--- src/rtl/alu_flag_pkg.sv ---
package alu_flag_pkg;

   localparam int LANES = 3;

   typedef enum logic [3:0] {
      OP_ADD  = 4'd0,
      OP_ADC  = 4'd1,
      OP_SUB  = 4'd2,
      OP_SBB  = 4'd3,
      OP_INC  = 4'd4,
      OP_DEC  = 4'd5,
      OP_NEG  = 4'd6,
      OP_CMP  = 4'd7,
      OP_AND  = 4'd8,
      OP_OR   = 4'd9,
      OP_XOR  = 4'd10,
      OP_NOT  = 4'd11,
      OP_TEST = 4'd12
   } alu_op_e;

   typedef enum logic [1:0] {
      LF_AND = 2'd0,
      LF_OR  = 2'd1,
      LF_XOR = 2'd2,
      LF_INV = 2'd3
   } logic_fn_e;

   // Lane index 0/1/2 = 8/16/32 bits; code 3 aliases lane 2; clamp to the widest built lane
   function automatic logic [1:0] lane_of(input logic [1:0] sz, input logic [1:0] top_lane);
      logic [1:0] l;
      l = (sz == 2'd3) ? 2'd2 : sz;
      if (l > top_lane) l = top_lane;
      return l;
   endfunction

endpackage

--- src/rtl/alu_arith_lane.sv ---
module alu_arith_lane #(
   parameter int W = 8
) (
   input  logic [W-1:0] a_i,
   input  logic [W-1:0] b_i,
   input  logic         inv_i,
   input  logic         cin_i,
   output logic [W-1:0] sum_o,
   output logic         cout_o,
   output logic         aux_o,
   output logic         ovf_o
);

   logic [W-1:0] b_eff;
   logic [W:0]   wide;
   logic [4:0]   nib;

   always_comb begin
      b_eff  = inv_i ? ~b_i : b_i;
      wide   = {1'b0, a_i} + {1'b0, b_eff} + {{W{1'b0}}, cin_i};
      nib    = {1'b0, a_i[3:0]} + {1'b0, b_eff[3:0]} + {4'b0, cin_i};
      sum_o  = wide[W-1:0];
      // subtraction runs as a + ~b + 1, so carry-out inverted is the borrow
      cout_o = wide[W] ^ inv_i;
      aux_o  = nib[4] ^ inv_i;
      ovf_o  = (a_i[W-1] == b_eff[W-1]) && (wide[W-1] != a_i[W-1]);
   end

endmodule

--- src/rtl/alu_logic_unit.sv ---
module alu_logic_unit
   import alu_flag_pkg::*;
#(
   parameter int W = 32
) (
   input  logic_fn_e    fn_i,
   input  logic [W-1:0] a_i,
   input  logic [W-1:0] b_i,
   output logic [W-1:0] y_o
);

   always_comb begin
      unique case (fn_i)
         LF_AND:  y_o = a_i & b_i;
         LF_OR:   y_o = a_i | b_i;
         LF_XOR:  y_o = a_i ^ b_i;
         default: y_o = ~a_i;
      endcase
   end

endmodule

--- src/rtl/alu_flag_eval.sv ---
module alu_flag_eval #(
   parameter int W = 32
) (
   input  logic [W-1:0] res_i,
   input  logic [1:0]   lane_i,
   output logic         zero_o,
   output logic         sign_o,
   output logic         par_o
);

   localparam int IDXW = $clog2(W);

   logic [IDXW-1:0] msb_idx;

   always_comb begin
      msb_idx = IDXW'((8 << lane_i) - 1);
      zero_o  = (res_i == '0);
      sign_o  = res_i[msb_idx];
      par_o   = ~^res_i[7:0];
   end

endmodule

--- src/rtl/alu_status_core.sv ---
module alu_status_core
   import alu_flag_pkg::*;
#(
   parameter int MAX_W = 32
) (
   input  logic [3:0]       op_i,
   input  logic [1:0]       size_i,
   input  logic [MAX_W-1:0] opa_i,
   input  logic [MAX_W-1:0] opb_i,
   input  logic             carry_i,
   output logic [MAX_W-1:0] result_o,
   output logic             wr_en_o,
   output logic             flag_c_o,
   output logic             flag_p_o,
   output logic             flag_a_o,
   output logic             flag_z_o,
   output logic             flag_s_o,
   output logic             flag_o_o
);

   localparam logic [1:0] TOP_LANE = (MAX_W == 32) ? 2'd2 : (MAX_W == 16) ? 2'd1 : 2'd0;

   if (!(MAX_W == 8 || MAX_W == 16 || MAX_W == 32)) begin : g_bad_width
      $error("alu_status_core: MAX_W must be 8, 16 or 32");
   end

   alu_op_e          op;
   logic [1:0]       lane;
   logic [MAX_W-1:0] src_a, src_b, size_mask, logic_y, res;
   logic             inv_b, cin, is_arith, is_logic, keep_c, writes;
   logic_fn_e        lfn;

   logic [MAX_W-1:0] lane_sum [LANES];
   logic [LANES-1:0] lane_c, lane_a, lane_o;
   logic             z_f, s_f, p_f;

   assign op   = alu_op_e'(op_i);
   assign lane = lane_of(size_i, TOP_LANE);

   // operand routing and operation class
   always_comb begin
      src_a    = opa_i;
      src_b    = opb_i;
      inv_b    = 1'b0;
      cin      = 1'b0;
      is_arith = 1'b1;
      is_logic = 1'b0;
      keep_c   = 1'b0;
      writes   = 1'b1;
      lfn      = LF_AND;
      case (op)
         OP_ADD:  ;
         OP_ADC:  cin = carry_i;
         OP_SUB:  begin inv_b = 1'b1; cin = 1'b1; end
         OP_SBB:  begin inv_b = 1'b1; cin = ~carry_i; end
         OP_INC:  begin src_b = MAX_W'(1); keep_c = 1'b1; end
         OP_DEC:  begin src_b = MAX_W'(1); inv_b = 1'b1; cin = 1'b1; keep_c = 1'b1; end
         OP_NEG:  begin src_a = '0; src_b = opa_i; inv_b = 1'b1; cin = 1'b1; end
         OP_CMP:  begin inv_b = 1'b1; cin = 1'b1; writes = 1'b0; end
         OP_AND:  begin is_arith = 1'b0; is_logic = 1'b1; lfn = LF_AND; end
         OP_OR:   begin is_arith = 1'b0; is_logic = 1'b1; lfn = LF_OR;  end
         OP_XOR:  begin is_arith = 1'b0; is_logic = 1'b1; lfn = LF_XOR; end
         OP_NOT:  begin is_arith = 1'b0; is_logic = 1'b1; lfn = LF_INV; end
         OP_TEST: begin is_arith = 1'b0; is_logic = 1'b1; lfn = LF_AND; writes = 1'b0; end
         default: begin is_arith = 1'b0; writes = 1'b0; end
      endcase
   end

   // one adder per supported width; unbuilt lanes tie off
   for (genvar l = 0; l < LANES; l++) begin : g_lane
      localparam int LW = 8 << l;
      if (LW <= MAX_W) begin : g_on
         logic [LW-1:0] s;
         alu_arith_lane #(.W(LW)) u_lane (
            .a_i   (src_a[LW-1:0]),
            .b_i   (src_b[LW-1:0]),
            .inv_i (inv_b),
            .cin_i (cin),
            .sum_o (s),
            .cout_o(lane_c[l]),
            .aux_o (lane_a[l]),
            .ovf_o (lane_o[l])
         );
         assign lane_sum[l] = MAX_W'(s);
      end else begin : g_off
         assign lane_sum[l] = '0;
         assign lane_c[l]   = 1'b0;
         assign lane_a[l]   = 1'b0;
         assign lane_o[l]   = 1'b0;
      end
   end

   alu_logic_unit #(.W(MAX_W)) u_logic (
      .fn_i(lfn),
      .a_i (opa_i),
      .b_i (opb_i),
      .y_o (logic_y)
   );

   always_comb begin
      for (int i = 0; i < MAX_W; i++) size_mask[i] = (i < (8 << lane));
      if (is_arith)      res = lane_sum[lane];
      else if (is_logic) res = logic_y & size_mask;
      else               res = '0;
   end

   alu_flag_eval #(.W(MAX_W)) u_flags (
      .res_i (res),
      .lane_i(lane),
      .zero_o(z_f),
      .sign_o(s_f),
      .par_o (p_f)
   );

   assign result_o = res;
   assign wr_en_o  = writes;
   assign flag_c_o = is_arith ? (keep_c ? carry_i : lane_c[lane]) : 1'b0;
   assign flag_a_o = is_arith & lane_a[lane];
   assign flag_o_o = is_arith & lane_o[lane];
   assign flag_z_o = z_f;
   assign flag_s_o = s_f;
   assign flag_p_o = p_f;

endmodule

--- config.mk ---
export PLATFORM = sky130hd
export DESIGN_NAME = alu_status_core
export DESIGN_NICKNAME = d
export VERILOG_FILES = /design/src/rtl/alu_flag_pkg.sv /design/src/rtl/alu_arith_lane.sv /design/src/rtl/alu_logic_unit.sv /design/src/rtl/alu_flag_eval.sv /design/src/rtl/alu_status_core.sv
export SDC_FILE = /design/constraint.sdc
export NUM_CORES = 1
export LEC_CHECK = 0
export BUFFER_PORTS_ARGS = -buffer_cell sky130_fd_sc_hd__buf_2
export CORE_MARGIN = 8
export CORE_UTILIZATION = 45
export DETAILED_ROUTE_END_ITERATION = 8
export PLACE_DENSITY = 0.71
export SLEW_MARGIN = 10
export SYNTH_ARGS = -nofsm -noshare
export SYNTH_HDL_FRONTEND = slang
export SYNTH_SLANG_ARGS = --single-unit
--- constraint.sdc ---
create_clock -name vclk -period 17.67
set_input_delay 2.6505 -clock vclk [all_inputs]
set_output_delay 2.6505 -clock vclk [all_outputs]
set_load 0.1 [all_outputs]
Word-level counts from Yosys, hierarchy flattened
Cells that the tools add are included.
{"block": "totals", "ff_bits": 0, "latchBits": 0, "mem_bits_rw": 0, "mem_bits_ro": 0, "input_bits": 71, "wordCells": 132, "n_memories": 0}
{"block": "classes", "add_sub_neg": 13, "mul": 0, "n_div": 0, "n_lt_le_gt_ge": 36, "n_eq_ne": 21, "shifts": 1, "muxes": 30, "bitwise": 18, "n_reduce_logical": 13}
{"op": "6-bit by 32-bit < comparator with 1-bit output, first input constant", "n": 16}
{"op": "5-bit by 32-bit < comparator with 1-bit output, first input constant", "n": 8}
{"op": "32-bit 2-to-1 mux", "n": 6}
{"op": "4-bit by 32-bit < comparator with 1-bit output, first input constant", "n": 4}
{"op": "32-bit one-hot mux with 3 select lines", "n": 1}
{"op": "32-bit AND", "n": 2}
{"op": "32-bit binary-select mux with 2-bit select", "n": 1}
{"op": "3-bit by 32-bit < comparator with 1-bit output, first input constant", "n": 2}
{"op": "32-bit inverter", "n": 2}
{"op": "32-bit one-hot mux with 2 select lines", "n": 1}
{"op": "32-bit by 32-bit adder with 33-bit output", "n": 1}
{"op": "33-bit by 1-bit adder with 33-bit output", "n": 1}
{"op": "32-bit logical NOT", "n": 1}
{"op": "1-bit by 32-bit < comparator with 1-bit output, first input constant", "n": 1}
{"op": "2-bit by 32-bit < comparator with 1-bit output, first input constant", "n": 1}
{"op": "32-bit bitwise OR", "n": 1}
{"op": "4-bit by 2-bit << shifter with 32-bit output, first input constant", "n": 1}
{"op": "32-bit bitwise XOR", "n": 1}
{"op": "4-bit equality test, second input constant", "n": 5}
{"op": "16-bit by 16-bit adder with 17-bit output", "n": 1}
{"op": "17-bit by 1-bit adder with 17-bit output", "n": 1}
{"op": "4-bit by 3-bit equality test with 1-bit output, second input constant", "n": 4}
{"op": "16-bit 2-to-1 mux", "n": 1}
{"op": "16-bit inverter", "n": 1}
{"op": "other kinds (36)", "n": 68}

Longest topological paths before layout
{"block": "logic_depth", "word_depth": 13, "mapped_depth": 27}

Modules after synthesis
From an unflattened synthesis, not the netlist that was laid out.
{"block": "hier_totals", "cells_unflattened": 891, "hier_area_um2": 7089.3}
{"mod": "alu_arith_lane (g_lane[2].g_on.u_lane)", "instances": 1, "cells_per_inst": 285, "area_each_um2": 2011.9}
{"mod": "alu_logic_unit", "instances": 1, "cells_per_inst": 200, "area_each_um2": 1980.6}
{"mod": "alu_status_core", "instances": 1, "cells_per_inst": 192, "area_each_um2": 1422.6}
{"mod": "alu_arith_lane (g_lane[1].g_on.u_lane)", "instances": 1, "cells_per_inst": 129, "area_each_um2": 992.2}
{"mod": "alu_arith_lane (g_lane[0].g_on.u_lane)", "instances": 1, "cells_per_inst": 57, "area_each_um2": 473.0}
{"mod": "alu_flag_eval", "instances": 1, "cells_per_inst": 28, "area_each_um2": 209.0}

Least setup slack after synthesis
OpenSTA, ideal clock, no wires.
{"block": "synth_path", "path_type": "input to output", "from": "input port op_i[0]", "to": "output port flag_s_o", "t_arrival_ns": 10.984, "required_ns": 15.019, "slack_ns": 4.035, "path_stages": 19, "cell_sequence": "clkbuf_1 > buf_2 > clkbuf_1 > buf_2 > buf_2 > buf_1 > a21oi_1 > nor2_1 > clkbuf_1 > xnor2_1 > fa_1 > nand2b_1 > a21oi_1 > nor2_1 > o21ai_0 > xnor2_1 > o21ai_0 > o21ai_0 > o21ai_0"}
{"block": "synth_between", "elab_chain_len": 13, "elab_cells_between_ends": 49}
{"element": "start, declared", "line_no": "alu_status_core.sv:6", "source": "input logic [3:0] op_i,"}
{"element": "4-bit by 3-bit equality test with 1-bit output", "line_no": "alu_status_core.sv:51", "source": "case (op)"}
{"element": "2-bit OR reduction (no source line)"}
{"element": "32-bit one-hot mux with 2 select lines", "line_no": "alu_status_core.sv:51"}
{"element": "32-bit inverter, or another cell as far along", "line_no": "alu_arith_lane.sv:19", "source": "b_eff = inv_i ? ~b_i : b_i;"}
{"element": "32-bit 2-to-1 mux, or another cell as far along", "line_no": "alu_arith_lane.sv:19"}
{"element": "32-bit by 32-bit adder with 33-bit output, or another cell as far along", "line_no": "alu_arith_lane.sv:20", "source": "wide = {1'b0, a_i} + {1'b0, b_eff} + {{W{1'b0}}, cin_i};"}
{"element": "33-bit by 1-bit adder with 33-bit output, or another cell as far along", "line_no": "alu_arith_lane.sv:20"}
{"element": "32-bit binary-select mux with 2-bit select", "line_no": "alu_status_core.sv:102", "source": "if (is_arith) res = lane_sum[lane];"}
{"element": "32-bit 2-to-1 mux (implied by the code) (2 in series)", "line_no": "alu_status_core.sv:102"}
{"element": "32-bit 2-to-1 mux *", "line_no": "alu_status_core.sv:102"}
{"element": "named net result_o[7]", "line_no": "alu_status_core.sv:11", "source": "output logic [MAX_W-1:0] result_o,"}
{"element": "1-bit binary-select mux with 5-bit select *", "line_no": "alu_flag_eval.sv:18", "source": "sign_o = res_i[msb_idx];"}
{"element": "1-bit 2-to-1 mux (implied by the code) *", "line_no": "alu_flag_eval.sv:18"}
{"element": "end, declared", "line_no": "alu_status_core.sv:17", "source": "output logic flag_s_o,"}
Mark *: on every way through the listed nets, which the timed path passes. The rest lies on a longest branch. The select of a mux whose other input is x is not followed.

Final worst setup path
{"block": "layout_path", "from": "input port op_i[1]", "to": "output port flag_z_o"}
{"block": "layout_between", "elab_chain_len": 12, "elab_cells_between_ends": 48}
{"element": "4-bit by 3-bit equality test with 1-bit output", "line_no": "alu_status_core.sv:51"}
{"element": "2-bit OR reduction (no source line)"}
{"element": "32-bit one-hot mux with 2 select lines", "line_no": "alu_status_core.sv:51"}
{"element": "32-bit inverter, or another cell as far along", "line_no": "alu_arith_lane.sv:19"}
{"element": "32-bit 2-to-1 mux, or another cell as far along", "line_no": "alu_arith_lane.sv:19"}
{"element": "32-bit by 32-bit adder with 33-bit output, or another cell as far along", "line_no": "alu_arith_lane.sv:20"}
{"element": "33-bit by 1-bit adder with 33-bit output, or another cell as far along", "line_no": "alu_arith_lane.sv:20"}
{"element": "32-bit binary-select mux with 2-bit select", "line_no": "alu_status_core.sv:102"}
{"element": "32-bit 2-to-1 mux (implied by the code) (2 in series)", "line_no": "alu_status_core.sv:102"}
{"element": "32-bit 2-to-1 mux *", "line_no": "alu_status_core.sv:102"}
{"element": "32-bit logical NOT *", "line_no": "alu_flag_eval.sv:17", "source": "zero_o = (res_i == '0);"}
{"element": "end, declared", "line_no": "alu_status_core.sv:16", "source": "output logic flag_z_o,"}
Mark *: on every way between the ends. The rest lies on a longest branch, timed or not. The select of a mux whose other input is x is not followed.

==> flow_summary.ini <==
[place]
routabilityCongestion = 0.9691
port_buffers = 110
dp_slack_ns = 6.422
dp_hpwl_mm = 14.18

[route]
via_count = 6309
ant_nets = 0
drc = 0
drtIter0Drc = 551
wirelength_mm = 17.96
firstDrtPassIters = 5
wl_per_cell_microns = 17.14
routed_via_density = 6.020

[critical_path]
path_delay_family = simple AND/OR/NAND/NOR gates
worst-path-buf-inv = 4
critPathSlowestCell = buf_2
required_ns = 15.02
critPathMaxStageDelay_ns = 0.52
critPathMaxFanout = 30
crit_type = input pin to primary output
cp-end-kind = primary output
critical_path_arrival_ns = 8.68
cp-start-kind = input pin
timing.critical_path.cells = buf_2 > nand2b_1 > nor3_2 > buf_4 > a22oi_1 > xnor2_1 > fa_1 > inv_1 > fa_1 > a21o_1 > a221oi_4 > xor2_1 > o32a_1 > ha_1 > nand4_1 > nor2_1 > or4b_1 > nor4_1 > or4b_1 > nor4_1 > and4_1 > buf_2

[yosys]
syn_nets = 1006
synth-seq-area-share = 0
synth.avg_cell_area_sq_um = 6.525
postSynthCellCount = 834
synth_cell_types = 65
ys_warn_count = 0
synth_area_sq_um = 5441

[timing]
maxSlewHeadroom = 0.5182
setup-violations-final = 0
finalMaxSlewViolations = 0
fin_ws_ns = 6.340
rsz0062_at_grt = false
fin_setup_tns_ns = 0
worstMarginPinSlew_ns = 0.7152
hold_violations = 0
period_share = 0.6412
max_freq_mhz = 88.26
period_minus_slack_ns = 11.33

[flow_run]
drv_cap = 0

[finish]
nClkBuffers = 0
nFlopsAndLatches = 0
mostFrequentLayoutCell = buf_2
drive_gt1_frac = 0.1546
mostFrequentLayoutCells = buf_2, nor2_1, ha_1
areaGrowthSynthToFinish_pct = 11.17
nets = 1073
fillerInstances = 1283
seq_area_sq_um = 0

[grt]
grt_pass1_vias = 5797
grt.met3_usage = 0.02025
grt_max_degree = 86
met2_usage = 0.3639
grt-ovfl-total = 0
grt_use_met1 = 0.2750
grt.busiest_layer = met2
antenna_found_initial = 2
grt_first_pass_wirelength_mm = 29.04
track_usage = 0.2122

[floorplanning]
pin_count = 110
dieWidth_microns = 126.0
core_area_sq_um = 11910
rows = 40
die_y_microns = 126.0
dieArea_sq_um = 15870
initial_core_util = 0.4568

[worst_hold_path]
hold_depth = 3
hold_class = input pin to primary output
hold_start = op_i[2]
min_to = wr_en_o

[run_status]
status = complete, no violations

[clock_network]
holdBufCountCts = 0
cts_setup_buffers = 0
post_cts_resized = 0

[pwr]
power_density_nw_per_um2 = 70.35
leakagePower_nw = 2.997
peakVddDrop_mv = 0.2017
==> logic make-up (layout without fill, tap and decap cells) <==
logic type,after synthesis,count (layout),synth area share
buffers and inverters,140,205,0.09772
XOR/XNOR,60,60,0.09657
other,0,2,0
AO/OA/AOI/OAI,299,299,0.3612
adder cells (fa/ha/maj),101,101,0.2350
multiplexers,5,5,0.01012
AND/OR/NAND/NOR,229,229,0.1994
==> synth_stat cells (all sizes together) (7+ instances only) <==
master | number | area (sq um)
a21o | 10 | 75.07
inv | 87 | 326.6
o21ai | 62 | 310.3
xor2 | 10 | 87.58
nand2 | 38 | 142.6
nand3 | 15 | 75.07
nand2b | 13 | 81.33
nor2 | 101 | 379.1
xnor2 | 50 | 437.9
ha | 99 | 1239
o211ai | 7 | 52.55
clkbuf | 38 | 142.6
nor2b | 9 | 56.30
o22ai | 19 | 118.9
buf | 14 | 58.80
a31oi | 18 | 112.6
a22oi | 35 | 262.8
nand4 | 11 | 68.82
nor3 | 11 | 60.06
a21oi | 73 | 365.4
or3 | 9 | 57.56
a211oi | 9 | 67.56
o221ai | 7 | 61.31
o21a | 7 | 52.55
==> layout make-up <==
class              count  area, sq um  area share
multi-input cells    694         4925      0.8141
diodes                 2        5.005   0.0008273
inverters             88        330.3     0.05460
repair buffers       117        605.6      0.1001
well taps            147        183.9     0.03040
==> per-stage QoR <==
step,power [mW],instance area [sq um],hold WS [ns],utilization,cells
3_3_place_gp,0.4204,6045,5.941,0.5075,1046
4_1_cts,0.4222,6045,5.925,0.5075,1046
3_5_place_dp,0.4204,6045,5.919,0.5075,1046
2_1_floorplan,0.3402,5441,5.919,-,834
6_report,0.4256,6050,5.942,0.5079,1048
5_1_grt,0.4561,6050,5.970,0.5079,1048
==> tightest hold or removal path, stage by stage <==
cell and delay, ns:
buf_2 0.23, nand2b_1 0.11, buf_2 0.30
==> report_power, final <==
part | switching [mW] | leakage [nW] | internal (mW)
Combinational | 0.307 | 3.00 | 0.118
Sequential | 0 | 0 | 0
Clock | 0 | 0.0000127 | 0.0000000152
Total | 0.307 | 3.00 | 0.118
==> worst max-delay path by stage <==
stage                  from        to  slack, ns  cells after the start
floorplan           op_i[0]  flag_s_o       4.04                     19
finish              op_i[1]  flag_z_o       6.34                     22
CTS                 op_i[1]  flag_z_o       6.41                     22
global route        op_i[1]  flag_z_o       5.91                     22
detailed placement  op_i[1]  flag_z_o       6.42                     22
global placement    op_i[1]  flag_z_o       6.66                     22
==> routing by layer <==
| metal | wire [microns] | part of all wire |
|---|---|---|
| met1 | 8013 | 0.45 |
| met2 | 8332 | 0.46 |
| met3 | 1168 | 0.065 |
| met4 | 445 | 0.025 |
| met5 | 0 | 0 |
No activity file was read; power rests on OpenSTA's default activity.
